### config.mk
export PLATFORM = sky130hd
export DESIGN_NAME = cbs_freq_search
export DESIGN_NICKNAME = d
export VERILOG_FILES = /design/src/rtl/cbs_pkg.sv /design/src/rtl/cbs_edge_gen.sv /design/src/rtl/cbs_hm_div.sv /design/src/rtl/cbs_window.sv /design/src/rtl/cbs_freq_search.sv
export SDC_FILE = /design/constraint.sdc
export NUM_CORES = 1
export LEC_CHECK = 0
export ABC_AREA = 1
export ABC_CLOCK_PERIOD_IN_PS = 5600
export BUFFER_PORTS_ARGS = -buffer_cell sky130_fd_sc_hd__buf_2
export CAP_MARGIN = 15
export CORE_ASPECT_RATIO = 1.5
export CORE_MARGIN = 1.5
export CORE_UTILIZATION = 50
export CTS_CLUSTER_SIZE = 40
export DETAILED_ROUTE_END_ITERATION = 16
export GPL_TIMING_DRIVEN = 1
export PLACE_DENSITY = 0.81
export SYNTH_ARGS = -nofsm -noshare
export SYNTH_HDL_FRONTEND = slang
export SYNTH_HIERARCHICAL = 1
export SYNTH_SLANG_ARGS = --single-unit
### constraint.sdc
create_clock -name clk -period 5.6 [get_ports clk]
set_input_delay 0.56 -clock clk [delete_from_list [all_inputs] [get_ports clk]]
set_output_delay 0.56 -clock clk [all_outputs]
set_load 0.1 [all_outputs]
### src/rtl/cbs_pkg.sv
// Shared definitions for the comparison-driven binary search tuner.
// Assumes exactly three tuning stages, run in a fixed order.
package cbs_pkg;
    localparam int CBS_NSTAGE = 3;

    typedef enum logic [2:0] {
        S_IDLE,
        S_LOAD,
        S_MLO,
        S_MHI,
        S_PICK,
        S_DIV,
        S_WAIT,
        S_DONE
    } cbs_state_e;
endpackage

### src/rtl/cbs_edge_gen.sv
// Window edge generator: derives the two edge codes around a median.
// The span shrinks by ITERS bits per stage. The low-frequency edge
// (larger code) saturates at the all-ones code. Purely combinational.
module cbs_edge_gen #(
    parameter int CW         = 16,
    parameter int ITERS      = 4,
    parameter int SPAN_SHIFT = 5
) (
    input  logic [CW-1:0] med,
    input  logic [1:0]    stage,
    output logic [CW-1:0] lo_code,
    output logic [CW-1:0] hi_code
);
    import cbs_pkg::*;

    logic [CW-1:0] delta_tab [CBS_NSTAGE];
    logic [CW-1:0] delta;
    logic [CW:0]   sum;

    // one span per stage, each narrower by ITERS binary steps
    for (genvar s = 0; s < CBS_NSTAGE; s++) begin : g_span
        assign delta_tab[s] = med >> (SPAN_SHIFT + s * ITERS);
    end

    // select the span of the active stage
    always_comb begin
        delta = delta_tab[0];
        for (int s = 1; s < CBS_NSTAGE; s++) begin
            if (int'(stage) == s) delta = delta_tab[s];
        end
    end

    // form the edges, saturating the upper one
    always_comb begin
        sum     = {1'b0, med} + {1'b0, delta};
        lo_code = sum[CW] ? {CW{1'b1}} : sum[CW-1:0];
        hi_code = med - delta;
    end
endmodule

### src/rtl/cbs_hm_div.sv
// Harmonic-mean unit: on go it captures a and b, then computes
// floor(2ab/(a+b)) by restoring division, one quotient bit per
// cycle over 2*CW+1 cycles. fin pulses for one cycle when q is
// valid. Assumes a+b is nonzero.
module cbs_hm_div #(
    parameter int CW = 16
) (
    input  logic          clk,
    input  logic          rst_n,
    input  logic          go,
    input  logic [CW-1:0] a,
    input  logic [CW-1:0] b,
    output logic          fin,
    output logic [CW-1:0] q
);
    localparam int QW = 2 * CW + 1;
    localparam int DW = CW + 1;
    localparam int KW = $clog2(QW + 1);

    logic [QW-1:0]   quo;
    logic [DW-1:0]   rem;
    logic [DW-1:0]   den;
    logic [KW-1:0]   cnt;
    logic            run;
    logic [2*CW-1:0] prod;
    logic [DW:0]     rem_sh;
    logic            ge;
    logic [DW-1:0]   rem_nx;

    // operand product for the numerator
    always_comb prod = {{CW{1'b0}}, a} * {{CW{1'b0}}, b};

    // one restoring step
    always_comb begin
        rem_sh = {rem, quo[QW-1]};
        ge     = rem_sh >= {1'b0, den};
        rem_nx = ge ? DW'(rem_sh - {1'b0, den}) : rem_sh[DW-1:0];
    end

    // iteration control and datapath registers
    always_ff @(posedge clk) begin
        if (!rst_n) begin
            quo <= '0;
            rem <= '0;
            den <= '0;
            cnt <= '0;
            run <= 1'b0;
            fin <= 1'b0;
        end else if (go) begin
            quo <= {prod, 1'b0};
            rem <= '0;
            den <= {1'b0, a} + {1'b0, b};
            cnt <= KW'(QW);
            run <= 1'b1;
            fin <= 1'b0;
        end else if (run) begin
            quo <= {quo[QW-2:0], ge};
            rem <= rem_nx;
            cnt <= cnt - 1'b1;
            if (cnt == KW'(1)) begin
                run <= 1'b0;
                fin <= 1'b1;
            end
        end else begin
            fin <= 1'b0;
        end
    end

    assign q = quo[CW-1:0];
endmodule

### src/rtl/cbs_window.sv
// Search window registers: the low-frequency edge code, the
// high-frequency edge code and the median. The edges are loaded
// at stage entry. A pick replaces one edge with the median, and
// the median is written separately.
module cbs_window #(
    parameter int CW = 16
) (
    input  logic          clk,
    input  logic          rst_n,
    input  logic          load,
    input  logic [CW-1:0] lo_in,
    input  logic [CW-1:0] hi_in,
    input  logic          pick,
    input  logic          keep_low,
    input  logic          med_wr,
    input  logic [CW-1:0] med_in,
    output logic [CW-1:0] cl,
    output logic [CW-1:0] ch,
    output logic [CW-1:0] cm
);
    // edge registers
    always_ff @(posedge clk) begin
        if (!rst_n) begin
            cl <= '0;
            ch <= '0;
        end else if (load) begin
            cl <= lo_in;
            ch <= hi_in;
        end else if (pick) begin
            if (keep_low) ch <= cm;
            else          cl <= cm;
        end
    end

    // median register
    always_ff @(posedge clk) begin
        if (!rst_n)      cm <= '0;
        else if (med_wr) cm <= med_in;
    end
endmodule

### src/rtl/cbs_freq_search.sv
// Comparison-driven binary search tuner (top). Each iteration
// measures both window edges through a req/ack handshake. It keeps
// the half on the side of the smaller count (ties keep the
// high-frequency half) and sets the new median to the harmonic mean
// of the remaining edges. Three stages run in order, with ITERS
// iterations each. Assumes meas_ack pulses only while meas_req is high.
module cbs_freq_search #(
    parameter int CW         = 16,
    parameter int LW         = 24,
    parameter int NW         = 20,
    parameter int ITERS      = 4,
    parameter int SPAN_SHIFT = 5,
    parameter int ACC_BASE   = 256
) (
    input  logic          clk,
    input  logic          rst_n,
    input  logic          start,
    input  logic [CW-1:0] init_code,
    output logic          meas_req,
    output logic [CW-1:0] meas_code,
    output logic [LW-1:0] meas_len,
    input  logic          meas_ack,
    input  logic [NW-1:0] meas_count,
    output logic [CW-1:0] osc_code,
    output logic [1:0]    stage,
    output logic          done
);
    import cbs_pkg::*;

    localparam int IW = $clog2(ITERS + 1);

    cbs_state_e    st;
    logic [IW-1:0] iter;
    logic [NW-1:0] n_lo;
    logic [NW-1:0] n_hi;
    logic [CW-1:0] cl, ch, cm;
    logic [CW-1:0] lo_edge, hi_edge;
    logic [CW-1:0] div_q;
    logic          div_fin;
    logic          idle_like;
    logic          med_wr;
    logic [CW-1:0] med_in;
    logic [LW-1:0] len_tab [CBS_NSTAGE];

    assign idle_like = (st == S_IDLE) || (st == S_DONE);

    cbs_edge_gen #(.CW(CW), .ITERS(ITERS), .SPAN_SHIFT(SPAN_SHIFT)) u_edge (
        .med     (cm),
        .stage   (stage),
        .lo_code (lo_edge),
        .hi_code (hi_edge)
    );

    cbs_window #(.CW(CW)) u_win (
        .clk      (clk),
        .rst_n    (rst_n),
        .load     (st == S_LOAD),
        .lo_in    (lo_edge),
        .hi_in    (hi_edge),
        .pick     (st == S_PICK),
        .keep_low (n_lo < n_hi),
        .med_wr   (med_wr),
        .med_in   (med_in),
        .cl       (cl),
        .ch       (ch),
        .cm       (cm)
    );

    cbs_hm_div #(.CW(CW)) u_div (
        .clk   (clk),
        .rst_n (rst_n),
        .go    (st == S_DIV),
        .a     (cl),
        .b     (ch),
        .fin   (div_fin),
        .q     (div_q)
    );

    // accumulation length per stage, longer for finer resolution
    for (genvar s = 0; s < CBS_NSTAGE; s++) begin : g_len
        assign len_tab[s] = LW'(ACC_BASE) << (s * ITERS);
    end

    // median write source: start code or divider result
    always_comb begin
        med_wr = (idle_like && start) || (st == S_WAIT && div_fin);
        med_in = (st == S_WAIT) ? div_q : init_code;
    end

    // sequencing of stages, iterations and measurements
    always_ff @(posedge clk) begin
        if (!rst_n) begin
            st    <= S_IDLE;
            stage <= 2'd0;
            iter  <= '0;
            n_lo  <= '0;
            n_hi  <= '0;
        end else begin
            unique case (st)
                S_IDLE, S_DONE: begin
                    if (start) begin
                        stage <= 2'd0;
                        iter  <= '0;
                        st    <= S_LOAD;
                    end
                end
                S_LOAD: st <= S_MLO;
                S_MLO: begin
                    if (meas_ack) begin
                        n_lo <= meas_count;
                        st   <= S_MHI;
                    end
                end
                S_MHI: begin
                    if (meas_ack) begin
                        n_hi <= meas_count;
                        st   <= S_PICK;
                    end
                end
                S_PICK: st <= S_DIV;
                S_DIV:  st <= S_WAIT;
                S_WAIT: begin
                    if (div_fin) begin
                        if (iter == IW'(ITERS - 1)) begin
                            iter <= '0;
                            if (int'(stage) == CBS_NSTAGE - 1) begin
                                st <= S_DONE;
                            end else begin
                                stage <= stage + 2'd1;
                                st    <= S_LOAD;
                            end
                        end else begin
                            iter <= iter + 1'b1;
                            st   <= S_MLO;
                        end
                    end
                end
                default: st <= S_IDLE;
            endcase
        end
    end

    // handshake and result outputs
    always_comb begin
        meas_req  = (st == S_MLO) || (st == S_MHI);
        meas_code = (st == S_MHI) ? ch : cl;
        meas_len  = len_tab[0];
        for (int s = 1; s < CBS_NSTAGE; s++) begin
            if (int'(stage) == s) meas_len = len_tab[s];
        end
        osc_code = cm;
        done     = (st == S_DONE);
    end
endmodule

# Word-level counts from Yosys, hierarchy flattened
# Index checks and enable logic that the tools add are counted.
[op_classes] addsub=7 multipliers=1 div_mod_pow=0 magnitude_cmp=2 n_eq_ne=18 shift=0 n_mux=37 bitwise=2 n_reduce_logical=20
[ops] cell="16-bit 2-to-1 mux" n=10
[ops] cell="33-bit 2-to-1 mux" n=2
[ops] cell="16-bit by 16-bit adder with 17-bit output" n=2
[ops] cell="16-bit by 16-bit multiplier with 32-bit output" n=1
[ops] cell="3-bit 2-to-1 mux" n=9
[ops] cell="24-bit 2-to-1 mux" n=1
[ops] cell="3-bit case mux with 7 select lines" n=1
[ops] cell="20-bit less-than comparator" n=1
[ops] cell="18-bit by 17-bit >= comparator with 1-bit output" n=1
[ops] cell="17-bit 2-to-1 mux" n=1
[ops] cell="17-bit subtractor" n=1
[ops] cell="16-bit subtractor" n=1
[ops] cell="13-bit 2-to-1 mux" n=1
[ops] cell="3-bit == test (second input constant)" n=4
[ops] cell="6-bit 2-to-1 mux" n=2
[ops] cell="11-bit 2-to-1 mux" n=1
[ops] cell="3-bit by 2-bit == test with 1-bit output (second input constant)" n=3
[ops] cell="2-bit 2-to-1 mux" n=4
[ops] cell="2-bit inequality test (second input constant)" n=4
[ops] cell="2-bit AND reduction" n=4
[ops] cell="2-bit nonzero test" n=4
[ops] cell="6-bit by 1-bit == test with 1-bit output (second input constant)" n=1
[ops] cell="2-bit by 1-bit inequality test with 1-bit output (second input constant)" n=3
[ops] cell="3-bit case mux with 2 select lines" n=1
[ops] cell="16 further kinds" n=24
[word_totals] regBits=171 latchBits=0 ramBits=0 rom_bits=0 out_inout_bits=60 mem_count=0

# Logic depth before layout (Yosys ltp)
[logic_depth] depth_word=6 ltp_mapped=28

# Modules after synthesis
# The synthesis kept the hierarchy.
[modules_own_cells] module="cbs_hm_div" instances=1 cells_per_inst=2112 area_per_inst_um2=14352.5
[modules_own_cells] module="cbs_freq_search" instances=1 cells_per_inst=454 area_per_inst_um2=2964.1
[modules_own_cells] module="cbs_window" instances=1 cells_per_inst=302 area_per_inst_um2=2107.0
[modules_own_cells] module="cbs_edge_gen" instances=1 cells_per_inst=355 area_per_inst_um2=1951.9

# Least setup slack after synthesis
# Ideal clock, no wire load.
[synth_timing] path_type="register to register" startpoint="reg u_win.ch[1]" endpoint="reg u_div.quo[31]" setup_ns=0.132 arrival_ns=5.278 path_slack_ns=0.189 stages_incl_launch_ff=26 n_path_buf=2 period_less_slack_ns=5.411 cell_sequence="dfxtp_1 -> clkbuf_1 -> clkbuf_1 -> nand2_1 -> fa_1 -> fa_1 -> inv_1 -> fa_1 -> fa_1 -> fa_1 -> inv_1 -> fa_1 -> inv_1 -> ha_1 -> nand2_1 -> inv_1 -> nand2_1 -> nand2_1 -> nand2_1 -> nand2_1 -> a21oi_1 -> nand2_1 -> nand2_1 -> nand3_1 -> nand2_1 -> a21oi_1"
[synth_via] elab_chain_cells=2
[synth_lines] element="from (decl)" line_no="cbs_window.sv:18" text="output logic [CW-1:0] ch,"
[synth_lines] element="from (signal assigned)" line_no="cbs_window.sv:28" text="ch <= hi_in;"
[synth_lines] element="from (signal assigned)" line_no="cbs_window.sv:30" text="if (keep_low) ch <= cm;"
[synth_lines] element="16-bit by 16-bit multiplier with 32-bit output" line_no="cbs_hm_div.sv:31" text="always_comb prod = {{CW{1'b0}}, a} * {{CW{1'b0}}, b};"
[synth_lines] element="33-bit 2-to-1 mux" line_no="cbs_hm_div.sv:49" text="end else if (go) begin"
[synth_lines] element="to (signal assigned)" line_no="cbs_hm_div.sv:50" text="quo <= {prod, 1'b0};"
[synth_lines] element="to (signal assigned)" line_no="cbs_hm_div.sv:57" text="quo <= {quo[QW-2:0], ge};"
[synth_lines] element="to (decl)" line_no="cbs_hm_div.sv:20" text="logic [QW-1:0] quo;"
# Every way passes these cells.
# A chain may end at the register's enable or synchronous reset.

# Worst setup path in the final report
[layout_timing] startpoint="reg u_win.cl[9]" endpoint="reg u_div.quo[25]"
[layout_via] elab_chain_cells=2
[layout_lines] element="from (decl)" line_no="cbs_window.sv:17" text="output logic [CW-1:0] cl,"
[layout_lines] element="from (signal assigned)" line_no="cbs_window.sv:27" text="cl <= lo_in;"
[layout_lines] element="from (signal assigned)" line_no="cbs_window.sv:31" text="else cl <= cm;"
[layout_lines] element="16-bit by 16-bit multiplier with 32-bit output" line_no="cbs_hm_div.sv:31"
[layout_lines] element="33-bit 2-to-1 mux" line_no="cbs_hm_div.sv:49"
# Every way passes these cells.

==> impl_metrics.tcl <==
set metrics [dict create \
    irDropWorstVdd_mv 0.445 \
    finalCritPeriodShare 0.976 \
    power_density_nw_per_um2 390 \
    ys.flop_type "dfxtp_1" \
    r2r-start "u_win/cl[9]" \
    drive_above_1_share 0.119 \
    core_um2 42100 \
    finClkSkew_ns 0.0126 \
    cts.sinks 171 \
    hold-path-cell-count 3 \
    clk_pin_slew_ns 0.07 \
    hold_viol_final 0 \
    grt_max_degree 68 \
    grt.overflow.total 0 \
    fmax_mhz 183 \
    critPathCaptureType "register" \
    finalCriticalPeriod_ns 5.46 \
    dr.pass1.iters 7 \
    async_flop_share 0 \
    worstSetupStartpointType "register" \
    vias 20400 \
    syn_avg_cell_area_um2 6.63 \
    ioPinCount 100 \
    worstHoldStart "meas_count[2]" \
    gp_congestion 1.01 \
    initial_core_util 0.507 \
    ys_types 56 \
    arrival_ns 5.85 \
    route.detailed.drc 0 \
    crit_slowest_cell "fa_2" \
    hold_path.class "primary input to register" \
    synth_edf_count 0 \
    area_growth_syn_to_layout_pct 10.7 \
    final_max_slew_viol_count 0 \
    fill_cells 3950 \
    placed_area_um2 22600 \
    reg2reg_depth 26 \
    setup_viol 0 \
    grt_pass1_wl_um 100000 \
    cts_inserted_buffers 17 \
    tns_ns 0 \
    antenna_found_initial 1 \
    slew_headroom 0.349 \
    p_leak_nw 13.4 \
    cts_hold_buf 0 \
    avgRoutedWirePerCell_um 16.2 \
    crit_path_end "u_div/quo[25]" \
    ys_ff_latch 171 \
    cp_max_fo 5 \
    critical_path_class "register to register" \
    yosysWarnings 6 \
    cp_common_cell "nand2_1" \
    die_width_um 172 \
    drt-vias-per-instance 5.22 \
    gr-usage-all-layers 0.291 \
    outcome "complete, no violations" \
    hpwl_um 50300 \
    maxCapViolCount 0 \
    die_area_um2 44000 \
    final_antenna_net_count 0 \
    die_y_um 256 \
    insertion_delay_ns 0.45 \
    hold_ws_ns 0.346 \
    startpoint "u_win/cl[9]" \
    fin_nets 3743 \
    synth_area_um2 21400 \
    cts_htree_levels 4 \
    grt_pass1_vias 19900 \
    port_buffers 78 \
    required_ns 5.98 \
    ys_seq_area_frac 0.160 \
    drtIter0Drc 1594 \
    design_area_um2 23700 \
    cts_tree "built" \
    totalWireLength_um 63100 \
    antennaDiodeCount 0 \
    power_mw 9.23 \
    synthCells 3223 \
    tightest_slew_ns 0.975 \
    r2r_end "u_div/quo[25]" \
    root_buffer "clkbuf_16" \
    max_stage_delay_ns 0.57 \
    rrSetupSlack_ns 0.14 \
    rows 92 \
    clock_path_buffers 2 \
]
==> routing by layer <==
metal  up-vias  routed length, um  global-route usage
li1       9877                  -                   -
met1      9379              23500               0.342
met2       905              31500               0.512
met3       204               4340              0.0332
met4         2               3730               0.156
met5         -                 16                   0
==> per-stage QoR <==
| stage | utilization | std cells | setup slack [ns] |
|---|---|---|---|
| after global placement | 0.536 | 3853 | -0.148 |
| after detailed placement | 0.536 | 3853 | -0.0908 |
| after global routing | 0.562 | 3899 | -0.0404 |
| after floorplan | - | 3243 | 0.189 |
| final | 0.562 | 3899 | 0.135 |
| after CTS | 0.551 | 3885 | 0.000801 |
==> worst min path at each step <==
stage / end / slack (ns)
floorplan: iter[2] / 0.41
global placement: iter[2] / 0.42
detailed placement: iter[2] / 0.43
CTS: n_lo[10] / 0.32
global route: n_lo[8] / 0.33
finish: n_lo[2] / 0.35
==> sequential cells by signal, summed over array words and instances, names as in the netlist, 2 cells and up <==
| name | count |
|---|---|
| iter | 3 |
| n_hi | 20 |
| n_lo | 20 |
| st | 3 |
| stage | 2 |
| u_div/cnt | 6 |
| u_div/den | 17 |
| u_div/quo | 33 |
| u_div/rem | 17 |
| u_win/ch | 16 |
| u_win/cl | 16 |
| u_win/cm | 16 |
==> logic make-up after synthesis <==
kind of cell    count (synthesis)  share of synthesized area
flops                         171                      0.160
buf+inv                       813                      0.159
fa+ha+maj                     381                      0.293
simple gates                 1497                      0.289
compound gates                320                     0.0819
xor+xnor                       40                     0.0164
other cells                     1                   0.000175
==> synthesized netlist by cell type, types with 3 or more instances <==
master    number  area [um2]
a21o_1         9        67.6
a21oi_1      154         771
a21oi_2        5        43.8
a221oi_1       3        26.3
a22oi_1        3        22.5
a31oi_1       13        81.3
buf_1          4        15.0
buf_2         13        65.1
buf_4         52         390
buf_6         13         146
clkbuf_1      62         233
clkinv_1       4        15.0
dfxtp_1      171        3420
fa_1         198        3960
ha_1         183        2290
inv_1        653        2450
inv_2          5        18.8
inv_4          4        25.0
nand2_1      987        3700
nand2_2       15        93.8
nand2_4        5        56.3
nand3_1      167         836
nand3_2       17         170
nand3b_1       8        60.1
nand4_1       14        87.6
nor2_1       245         920
nor2_2         7        43.8
nor3_1        16        80.1
o21ai_0      108         541
o21bai_1       7        52.6
o22ai_1        7        43.8
or2_2          3        18.8
xnor2_1       10        87.6
xor2_1        30         263
==> area by class of cell <==
class | count | area (um2) | area share
clock buffers | 21 | 480 | 0.0203
clock inverters | 11 | 116 | 0.00492
repair buffers | 206 | 1460 | 0.0615
flip-flops and latches | 171 | 3470 | 0.147
well taps | 564 | 706 | 0.0298
multi-input cells | 2259 | 14900 | 0.630
inverters | 667 | 2520 | 0.107
==> report_power, final <==
group / internal (mW) / switching [mW] / total [mW]
sequential: 1.45 / 0.351 / 1.80
combinational: 1.90 / 4.31 / 6.21
clock: 0.641 / 0.579 / 1.22
==> critical path, delay by kind of cell (launching register included) <==
| kind | cells | cell delay, ns |
|---|---|---|
| compound gates | 1 | 0.11 |
| fa+ha+maj | 7 | 3.38 |
| buf+inv | 8 | 0.70 |
| flops | 1 | 0.34 |
| simple gates | 10 | 0.87 |
==> cells in the final DEF, fill, tap and decap left out, types with 6 or more instances in the layout <==
cell type / Yosys / routed
a21oi_1: 154 / 151
nor2_1: 245 / 234
inv_8: 1 / 6
o21bai_1: 7 / 7
nor2_2: 7 / 17
nand4_1: 14 / 14
o22ai_1: 7 / 7
a31oi_1: 13 / 13
fa_1: 198 / 189
dfxtp_1: 171 / 144
a21oi_2: 5 / 8
conb_1: 1 / 21
nand2_2: 15 / 24
nand3_2: 17 / 18
o21ai_0: 108 / 108
buf_6: 13 / 6
nand2_1: 987 / 975
nand3b_1: 8 / 8
nor3_1: 16 / 15
xor2_1: 30 / 29
clkbuf_16: 0 / 17
buf_2: 13 / 78
nand2_4: 5 / 8
inv_2: 5 / 15
ha_1: 183 / 169
dfxtp_2: 0 / 20
fa_2: 0 / 9
ha_4: 0 / 12
buf_4: 52 / 115
buf_12: 1 / 6
nand3_1: 167 / 166
dfxtp_4: 0 / 7
xnor2_1: 10 / 10
a21o_1: 9 / 9
inv_1: 653 / 643
==> what timing repair did <==
item                                    in CTS  in global routing
pin swaps                                    0                 44
gates cloned                                 0                  0
setup buffers                                0                 15
endpoints found under the setup margin       2                 22
gates resized for setup                      5                105
(Power assumes the default switching activity.)
